File: src/rtl/uft_pkg.sv
package uft_pkg;

  typedef enum logic {
    DIR_RX = 1'b0,
    DIR_TX = 1'b1
  } uft_dir_e;

  // Fallback level for a 2-bit code, per direction.
  function automatic int unsigned fallback_level(uft_dir_e dir, logic [1:0] code);
    int unsigned lvl;
    if (dir == DIR_RX) begin
      case (code)
        2'b00:   lvl = 8;
        2'b01:   lvl = 16;
        2'b10:   lvl = 56;
        default: lvl = 60;
      endcase
    end else begin
      case (code)
        2'b00:   lvl = 8;
        2'b01:   lvl = 16;
        2'b10:   lvl = 32;
        default: lvl = 56;
      endcase
    end
    return lvl;
  endfunction

endpackage

File: src/rtl/uft_cfg_reg.sv
module uft_cfg_reg #(
  parameter int REG_W = 8
) (
  input  logic             clk,
  input  logic             rst_n,
  input  logic             wr,
  input  logic             unlock_a,
  input  logic             unlock_b,
  input  logic [REG_W-1:0] wdata,
  output logic [REG_W-1:0] cfg_q
);

  logic             accept;
  logic [REG_W-1:0] cfg_d;

  always_comb begin
    accept = wr & unlock_a & unlock_b;
    cfg_d  = cfg_q;
    if (accept) begin
      cfg_d = wdata;
    end
  end

  always_ff @(posedge clk or negedge rst_n) begin
    if (!rst_n) begin
      cfg_q <= '0;
    end else if (accept) begin
      cfg_q <= cfg_d;
    end
  end

endmodule

File: src/rtl/uft_trig_unit.sv
module uft_trig_unit
  import uft_pkg::*;
#(
  parameter uft_dir_e DIR     = DIR_RX,
  parameter int       FIELD_W = 4,
  parameter int       UNIT    = 4,
  parameter int       CNT_W   = 7
) (
  input  logic [FIELD_W-1:0] field,
  input  logic [1:0]         fsel,
  input  logic [CNT_W-1:0]   count,
  output logic               trig
);

  logic [CNT_W-1:0] lvl_fb;
  logic [CNT_W-1:0] lvl_prog;
  logic [CNT_W-1:0] lvl_sel;
  logic             use_prog;

  generate
    if (DIR == DIR_RX) begin : g_rx_fb
      always_comb lvl_fb = CNT_W'(fallback_level(DIR_RX, fsel));
    end else begin : g_tx_fb
      always_comb lvl_fb = CNT_W'(fallback_level(DIR_TX, fsel));
    end
  endgenerate

  always_comb begin
    use_prog = |field;
    lvl_prog = CNT_W'(field) * CNT_W'(UNIT);
    lvl_sel  = use_prog ? lvl_prog : lvl_fb;
    trig     = (count >= lvl_sel);
  end

endmodule

File: src/rtl/uart_fifo_trig_sel.sv
module uart_fifo_trig_sel
  import uft_pkg::*;
#(
  parameter int FIFO_DEPTH = 64,
  parameter int FIELD_W    = 4,
  parameter int UNIT       = 4,
  parameter int CNT_W      = $clog2(FIFO_DEPTH + 1)
) (
  input  logic                 clk,
  input  logic                 rst_n,
  input  logic                 cfg_wr,
  input  logic [2*FIELD_W-1:0] cfg_wdata,
  input  logic                 feat_en,
  input  logic                 bank_sel,
  input  logic [1:0]           rx_fsel,
  input  logic [1:0]           tx_fsel,
  input  logic [CNT_W-1:0]     rx_count,
  input  logic [CNT_W-1:0]     tx_space,
  output logic                 rx_trig,
  output logic                 tx_trig
);

  localparam int REG_W = 2 * FIELD_W;

  logic [REG_W-1:0]   trig_cfg_q;
  logic [FIELD_W-1:0] rx_field;
  logic [FIELD_W-1:0] tx_field;

  uft_cfg_reg #(.REG_W(REG_W)) u_cfg (
    .clk      (clk),
    .rst_n    (rst_n),
    .wr       (cfg_wr),
    .unlock_a (feat_en),
    .unlock_b (bank_sel),
    .wdata    (cfg_wdata),
    .cfg_q    (trig_cfg_q)
  );

  // Receive field in the upper half, transmit field in the lower half.
  assign rx_field = trig_cfg_q[REG_W-1:FIELD_W];
  assign tx_field = trig_cfg_q[FIELD_W-1:0];

  uft_trig_unit #(.DIR(DIR_RX), .FIELD_W(FIELD_W), .UNIT(UNIT), .CNT_W(CNT_W)) u_rx (
    .field (rx_field),
    .fsel  (rx_fsel),
    .count (rx_count),
    .trig  (rx_trig)
  );

  uft_trig_unit #(.DIR(DIR_TX), .FIELD_W(FIELD_W), .UNIT(UNIT), .CNT_W(CNT_W)) u_tx (
    .field (tx_field),
    .fsel  (tx_fsel),
    .count (tx_space),
    .trig  (tx_trig)
  );

endmodule

File: config.mk
export PLATFORM = sky130hd
export DESIGN_NAME = uart_fifo_trig_sel
export DESIGN_NICKNAME = d
export VERILOG_FILES = /design/src/rtl/uft_pkg.sv /design/src/rtl/uft_cfg_reg.sv /design/src/rtl/uft_trig_unit.sv /design/src/rtl/uart_fifo_trig_sel.sv
export SDC_FILE = /design/constraint.sdc
export NUM_CORES = 1
export LEC_CHECK = 0
export BUFFER_PORTS_ARGS = -buffer_cell sky130_fd_sc_hd__buf_2
export CORE_MARGIN = 1.5
export CORE_UTILIZATION = 46
export DETAILED_ROUTE_END_ITERATION = 12
export PLACE_DENSITY = 0.79
export SLEW_MARGIN = 20
export SYNTH_ARGS = -nofsm -noshare
export SYNTH_HDL_FRONTEND = slang
export SYNTH_SLANG_ARGS = --single-unit
File: constraint.sdc
create_clock -name clk -period 2.73 [get_ports clk]
set_input_delay 0.1365 -clock clk [delete_from_list [all_inputs] [get_ports clk]]
set_output_delay 0.1365 -clock clk [all_outputs]
set_load 0.02 [all_outputs]
Yosys cells after proc, flatten, opt, wreduce, memory -nomap -nowiden

Cells that the tools add are included.

Flip-flop bits (word level): 8
Output and inout port bits: 2
Logic and storage cells: 17

$lt $le $gt $ge: 2
Equality and inequality tests: 4
Multiplexer cells: 4
Bitwise logic cells: 2
Reductions and logical operators: 4

Operators by type and width:

| kind                 | count |
|---|---|
| $pmux W6 S3          | 2 |
| $ge A7 B7 Y1         | 2 |
| $mux W6              | 2 |
| $reduce_or A4 Y1     | 2 |
| $eq A2 B1 Y1 const B | 2 |
| $eq A2 B2 Y1 const B | 2 |
| $logic_not A2 Y1     | 2 |
| $and A1 B1 Y1        | 2 |

Depth between registers and ports, before layout

Gate-level depths: netlist (run 1).

Depth in word-level cells: 4
Mapped depth: 8
Gate-level depth less buffers: 8

Modules after synthesis

From an unflattened synthesis (run 1), not the netlist that was laid out.

Cells, all modules: 63
Area, all modules: 640.6 um^2

By module, submodules not included:

| module               | instances | cells an instance | area each (um^2) | seq. area each (um^2) |
|---|---|---|---|---|
| uft_cfg_reg          | 1         | 17                | 307.8            | 200.2 |
| uft_trig_unit (u_tx) | 1         | 24                | 180.2            | 0.0 |
| uft_trig_unit (u_rx) | 1         | 22                | 152.6            | 0.0 |

Worst setup path after synthesis (run 1)

OpenSTA, ideal clock, no wires.

Kind: reg-to-output
Start point: register u_cfg.cfg_q[3]
End point: output port tx_trig
Arrival: 1,670 ps
Data required time: 2,594 ps
Path slack: 923 ps
Stages on the path, launching flop included: 7
Buffers on the path: 0
Cells stage by stage: dfrtp_1 -> nor4b_1 -> nor2_1 -> ha_1 -> nor2b_1 -> a311oi_1 -> o21ai_0

Cells in the longest elaborated chain, start to end: 3

Ends and longest elaborated chain:

| what                   | line                     | RTL |
|---|---|---|
| start, declared        | uft_cfg_reg.sv:10        | `output logic [REG_W-1:0] cfg_q` |
| start signal, assigned | uft_cfg_reg.sv:28        | `cfg_q <= cfg_d;` |
| $reduce_or A4 Y1       | uft_trig_unit.sv:29      | `use_prog = \|field;` |
| $mux W6 (*)            | uft_trig_unit.sv:31      | `lvl_sel = use_prog ? lvl_prog : lvl_fb;` |
| $ge A7 B7 Y1 (*)       | uft_trig_unit.sv:32      | `trig = (count >= lvl_sel);` |
| end, declared          | uart_fifo_trig_sel.sv:20 | `output logic tx_trig` |

Every way passes the cells marked *; elsewhere a longest branch is shown, timed or not.

Final worst setup path (run 1)

Ends and elaborated chain as after synthesis.

==> metrics.cfg, run 1 <==
[run_status]
outcome = completed

[setup_path]
worst_path_dominant_cell_family = simple AND/OR/NAND/NOR gates
worst-setup-path-type = reg2out
cp_slowest_cell = dfrtp_1
reg2reg_from = u_cfg.cfg_q[7]
end_kind = primary output
worstPathArrival_ps = 1990
rrSetupSlack_ps = 1880
cp_max_fo = 4
reg2reg_depth = 1
worstPathCellList = nor4b_1 > nor2_1 > ha_1 > nor2b_1 > a311oi_1 > o21ai_0 > buf_2
r2r-end = u_cfg.cfg_q[7]
slowest_delay_ps = 410
worst-path-buf-inv = 1
startpoint_type = register
required_ps = 2590

[routing]
wl_per_cell_um = 11.35
drc = 0
antenna_left = 0
drtIter0Drc = 1
vias_per_cell = 5.237
drt_pass1_iterations = 2
routed-via-count = 597
drt-total-wl_um = 1294

[cts]
worstSkewPairLatency_ps = 250
clockRootBuffer = clkbuf_4
clock_tree.buffer_depth = 2
numCtsBuffers = 3
cts_sinks = 8
clk_pin_slew_ps = 50
cts.repair.resized = 0
cts_max_level = 1
cts_tree = yes

[global_route]
grt_overflow = 0
gr-usage-met2 = 0.3306
antenna_found_initial = 0
gr-max-usage-layer = met2
grt_use_met3 = 0.04444
grt_max_degree = 9
grt_pass1_wl_um = 1952
met1_usage = 0.1958
grt_use_total = 0.1967
grt_pass1_vias = 523

[yosys]
synth_flop_cell = dfrtp_1
syn_area_um2 = 628.1
async_flop_share = 1.000
synth-seq-cells = 8
ys_seq_area_frac = 0.3187
synth.net_count = 105
syn_area_per_cell_um2 = 9.970
yosys_warnings = 0
synth_area_leaders = dfrtp_1, ha_1, mux2_2
netlist_instances = 63
synth_commonest_cells = ha_1, nor2_1, dfrtp_1, mux2_2, inv_1
synth-edff-count = 0
yosysMostFrequentCell = ha_1
synth_top_cell_area_share = 0.3187
synth_top_area_cell = dfrtp_1
synth.distinct_cells = 18

[run]
drv_cap = 0

[floorplanning]
die_area_um2 = 1596
start_util = 0.4888
core_um2 = 1285
std_cell_rows = 13
die_w_um = 39.95
dieHeight_um = 39.95
ios = 33

[sta]
fin_worst_skew_ps = 0
relSlewSlack = 0.8199
finalMaxSlewViolations = 0
tns_ps = 0
finalSetupViolCount = 0
clock.fmax_mhz = 471.0
finalCritPeriodShare = 0.7777
hold_viol_final = 0
tightest_slew_ps = 266.4
post-route-min-period_ps = 2123
rsz0062_at_grt = false

[layout]
nets = 143
max_flop_register = u_cfg.cfg_q
area_growth_pct = 33.67
final_util = 0.6534
largest_reg_flops = 8
antenna_cells = 0
fin_cells = 114
drive_above_1_share = 0.4444
reg_top3 = u_cfg.cfg_q (8)

[placement]
dp_hpwl_um = 1102
io_buffers = 32
gp_congestion = 0.6561
place_inst = 110

[hold_path]
min_path_cells = 2
min-delay-start = cfg_wdata[0]
min_to = u_cfg.cfg_q[0]
worstHoldPathType = in2reg

[power]
ir_drop_mv = 0.4068
powerDensity_nw_per_um2 = 473.1
p_leak_nw = 0.4326

cells in the final DEF, fill, tap and decap left out:
cell            n
nor2_1          9
ha_1           11
o21ai_0         2
a211oi_1        2
a311oi_1        2
buf_2          32
inv_1           5
nand3_4         1
nor4_1          3
a21oi_1         2
nor3_1          1
dfrtp_1         8
mux2_2          8
nand3b_1        1
dlygate4sd3_1   1
nand2b_1        1
nand2_1         3
nor2b_1         2
clkbuf_4        3
nor3b_1         1
nor4b_1         1
per-layer routing:
| layer | vias to the layer above | wire, µm |
|---|---|---|
| li1 | 302 | - |
| met1 | 268 | 520 |
| met2 | 21 | 634 |
| met3 | 6 | 78 |
| met4 | 0 | 59 |
| met5 | - | 0 |
worst max-delay path by stage:
| stage | slack [ps] | cells after the start | start | to |
|---|---|---|---|---|
| 2_1_floorplan | 920 | 6 | u_cfg.cfg_q[3] | tx_trig |
| 3_3_place_gp | 880 | 10 | tx_fsel[0] | tx_trig |
| 3_5_place_dp | 780 | 10 | tx_fsel[0] | tx_trig |
| 4_1_cts | 580 | 7 | u_cfg.cfg_q[3] | tx_trig |
| 5_1_grt | 310 | 7 | u_cfg.cfg_q[3] | tx_trig |
| 6_report | 610 | 7 | u_cfg.cfg_q[3] | tx_trig |
stage by stage:
| stage | setup WS (ps) | instance area (µm²) | hold slack (ps) | power, W |
|---|---|---|---|---|
| floorplan | 923.5 | 628.1 | -159.1 | 0.0002581 |
| detailed placement | 780.3 | 807.0 | -13.21 | 0.0003143 |
| global route | 311.6 | 839.6 | 113.2 | 0.0004362 |
| global placement | 877.8 | 807.0 | -19.14 | 0.0003022 |
| CTS | 577.9 | 839.6 | 108.8 | 0.0004051 |
| finish | 606.8 | 839.6 | 116.6 | 0.0003972 |
power by group:
group | internal, W | switching (W) | leakage [nW]
clock network | 0.0000500 | 0.0000359 | 0.0138
registers | 0.000142 | 0.0000262 | 0.0947
logic | 0.0000786 | 0.0000650 | 0.324
final cells by class:
class	count	area (µm²)
Fill cell	116	445.4
Multi-Input combinational cell	50	409.1
Sequential cell	8	200.2
Timing Repair Buffer	33	170.2
Clock buffer	3	22.52
Inverter	5	18.77
Tap cell	15	18.77
logic make-up (layout without fill, tap and decap cells):
| family | after synthesis | in the layout | synth area share |
|---|---|---|---|
| compound gates | 8 | 8 | 0.08366 |
| fa+ha+maj | 11 | 11 | 0.2191 |
| buf+inv | 5 | 41 | 0.02988 |
| flops | 8 | 8 | 0.3187 |
| mux | 8 | 8 | 0.1434 |
| simple gates | 23 | 23 | 0.2052 |
timing repair:
item                                   CTS  global route
endpoints found under the hold margin    8             0
hold buffers                             1             0
buffers inserted                         0             0
Power figures use the tool's default switching activity.
==> run 2: changes to the inputs <==
--- a/config.mk
+++ b/config.mk
@@ -7,9 +7,9 @@
 export LEC_CHECK = 0
 export BUFFER_PORTS_ARGS = -buffer_cell sky130_fd_sc_hd__buf_2
 export CORE_MARGIN = 1.5
-export CORE_UTILIZATION = 46
+export CORE_UTILIZATION = 39
 export DETAILED_ROUTE_END_ITERATION = 12
-export PLACE_DENSITY = 0.79
+export PLACE_DENSITY = 0.72
 export SLEW_MARGIN = 20
 export SYNTH_ARGS = -nofsm -noshare
 export SYNTH_HDL_FRONTEND = slang
==> constraint.sdc (replaced) <==
create_clock -name clk -period 1.8 [get_ports clk]
set_input_delay 0.09 -clock clk [delete_from_list [all_inputs] [get_ports clk]]
set_output_delay 0.09 -clock clk [all_outputs]
set_load 0.02 [all_outputs]
==> metrics.cfg, run 2 (same netlist as run 1, synthesis figures left out) <==
[layout]
drive_above_1_share = 0.5385  ; +0.09402
final_common_cell = buf_2
reg_top3 = u_cfg.cfg_q (8)
max_flop_register = u_cfg.cfg_q
fin_cells = 120  ; +5.3%
antenna_cells = 0  ; unchanged
final_util = 0.6213  ; -0.03210
stdcell_area_um2 = 935.9  ; +11%
largest_reg_flops = 8  ; unchanged
final_cell_mix = buf_2, ha_1, nor2_1
area_growth_pct = 49.00
nets = 148  ; +3.5%

[placement]
place_inst = 113  ; +2.7%
gp_congestion = 0.6729  ; +2.6%
dp_hpwl_um = 1076  ; -2.3%
placed_area_um2 = 823.3  ; +2.0%
io_buffers = 32  ; unchanged

[routing]
wl_per_cell_um = 11.02  ; -2.9%
drc = 0  ; unchanged
drtIter0Drc = 7  ; +6
drt-total-wl_um = 1322  ; +2.2%
routed-via-count = 605  ; +1.3%
antenna_left = 0  ; unchanged
vias_per_cell = 5.042  ; -3.7%
drt_pass1_iterations = 3  ; +1

[sta]
finalCritPeriodShare = 1.123
tns_ps = -323.8  ; -323.8 ps
fin_worst_skew_ps = 0  ; unchanged
hold_viol_final = 0  ; unchanged
finalMaxSlewViolations = 0  ; unchanged
finalSetupViolCount = 2  ; +2
clock.fmax_mhz = 494.5
post-route-min-period_ps = 2022
tightest_slew_ps = 233.3  ; -33.10 ps
relSlewSlack = 0.8434  ; +0.02352
rsz0062_at_grt = true
fin_ws_ps = -222.1  ; -829.0 ps

[cts]
worstSkewPairLatency_ps = 250  ; about the same
clk_pin_slew_ps = 50  ; about the same
clockRootBuffer = clkbuf_4
cts_tree = yes
cts_max_level = 1  ; unchanged
numCtsBuffers = 3  ; unchanged
cts_sinks = 8  ; unchanged
clock_tree.buffer_depth = 2  ; unchanged

[power]
total_power_w = 0.0006813  ; +72%
powerDensity_nw_per_um2 = 728.0  ; +54%
p_sw_w = 0.0002270  ; +79%
ir_drop_mv = 0.4716  ; +16%
p_sw_frac = 0.3331  ; +0.01322
power_frac_clock = 0.199  ; -0.017
p_leak_nw = 0.4718  ; +9.1%
pwr-share-comb = 0.421  ; +0.060
intPower_w = 0.0004543  ; +68%
p_seq_frac = 0.380  ; -0.042

[setup_path]
reg2reg_from = u_cfg.cfg_q[2]
slowest_delay_ps = 400  ; about the same
rrSetupSlack_ps = 870  ; -1010 ps
end_kind = primary output
worstPathCellList = nor4b_4 > nor2_1 > ha_1 > nor2b_1 > a311oi_1 > o21ai_1 > buf_4
worstPathArrival_ps = 1930  ; -60 ps
worst-setup-path-type = reg2out
startpoint_type = register
required_ps = 1710  ; -880 ps
cp_max_fo = 2  ; -2
cp_slowest_cell = dfrtp_1
startpoint = u_cfg.cfg_q[3]

[hold_path]
worstHoldPathType = in2reg
min-delay-start = cfg_wdata[4]

[run_status]
violations = negative setup slack
outcome = finished, violations left

[global_route]
antenna_found_initial = 0  ; unchanged
grt_max_degree = 9  ; unchanged
grt_pass1_wl_um = 2242  ; +15%
grt_use_total = 0.1637  ; -0.03297
grt_overflow = 0  ; unchanged
grt_pass1_vias = 580  ; +11%

[floorplanning]
core_um2 = 1506  ; +17%
die_w_um = 43.13  ; +8.0%
std_cell_rows = 14  ; +1
dieHeight_um = 43.13  ; +8.0%
ios = 33  ; unchanged
die_area_um2 = 1860  ; +17%
start_util = 0.4169  ; -0.07186

[run]
drv_cap = 0  ; unchanged

[run 2: cell types whose count changed in the layout (fill, tap and decap cells not counted), moves of 2 or more]
| cell | previous run | this run |
|---|---|---|
| buf_2 | 32 | 30 |
| buf_4 | 0 | 7 |
| nor4_1 | 3 | 1 |
| o21ai_0 | 2 | 0 |
| o21ai_1 | 0 | 2 |
[run 2: power by group through the flow]
stage | Combinational (W) | Sequential [W] | Clock [W]
final | 0.000287 | 0.000259 | 0.000135
after floorplan | 0.000147 | 0.000244 | 0
after global placement | 0.000225 | 0.000248 | 0
after CTS | 0.000265 | 0.000249 | 0.000145
after global routing | 0.000322 | 0.000264 | 0.000155
after detailed placement | 0.000237 | 0.000251 | 0
[run 2: path summary, 6_finish.rpt]
kind	endpoint	depth (start not counted)
hold reg to reg	u_cfg.cfg_q[6]	1
max in group asynchronous	u_cfg.cfg_q[0]	2
setup reg to reg	u_cfg.cfg_q[2]	2
setup / recovery	tx_trig	7
hold / removal	u_cfg.cfg_q[4]	2
min in group asynchronous	u_cfg.cfg_q[7]	2
[run 2: through the flow]
| stage | hold WS (ps) | setup slack, ps |
|---|---|---|
| CTS | 53.50 | -210.8 |
| global route | 58.00 | -315.3 |
| detailed placement | -62.62 | -85.99 |
| finish | 64.18 | -222.1 |
| floorplan | -205.6 | 39.96 |
| global placement | -62.58 | 41.87 |
[run 2: metal layers]
layer  vias up  wire length, µm  global-route usage  part of all wire
li1        312                -                   -                 -
met1       270              602              0.2122              0.46
met2        21              613              0.2448              0.46
met3         2               86             0.04255             0.065
met4         0               19             0.09091             0.014
met5         -                0                   0                 0
[run 2: critical path: cells and delay by family, from the launching register on]
family,cells,cell delay (ps)
flops,1,400
fa+ha+maj,1,280
simple gates,3,480
buf+inv,1,160
compound gates,2,360
[run 2: layout make-up]
cell class	instances	area, µm²
well taps	16	20.02
flip-flops and latches	8	201.4
multi-input cells	50	460.4
fillers	135	570.5
clock buffers	3	22.52
repair buffers	38	212.7
inverters	5	18.77
[run 2: what timing repair did]
action | in CTS | in global routing
setup endpoints to repair | 2 | 2
resized for setup | 7 | 6
hold buffers | 1 | 0
pin swaps | 7 | 6
cloned | 0 | 0
endpoints found under the hold margin | 8 | 0
setup buffers | 2 | 1
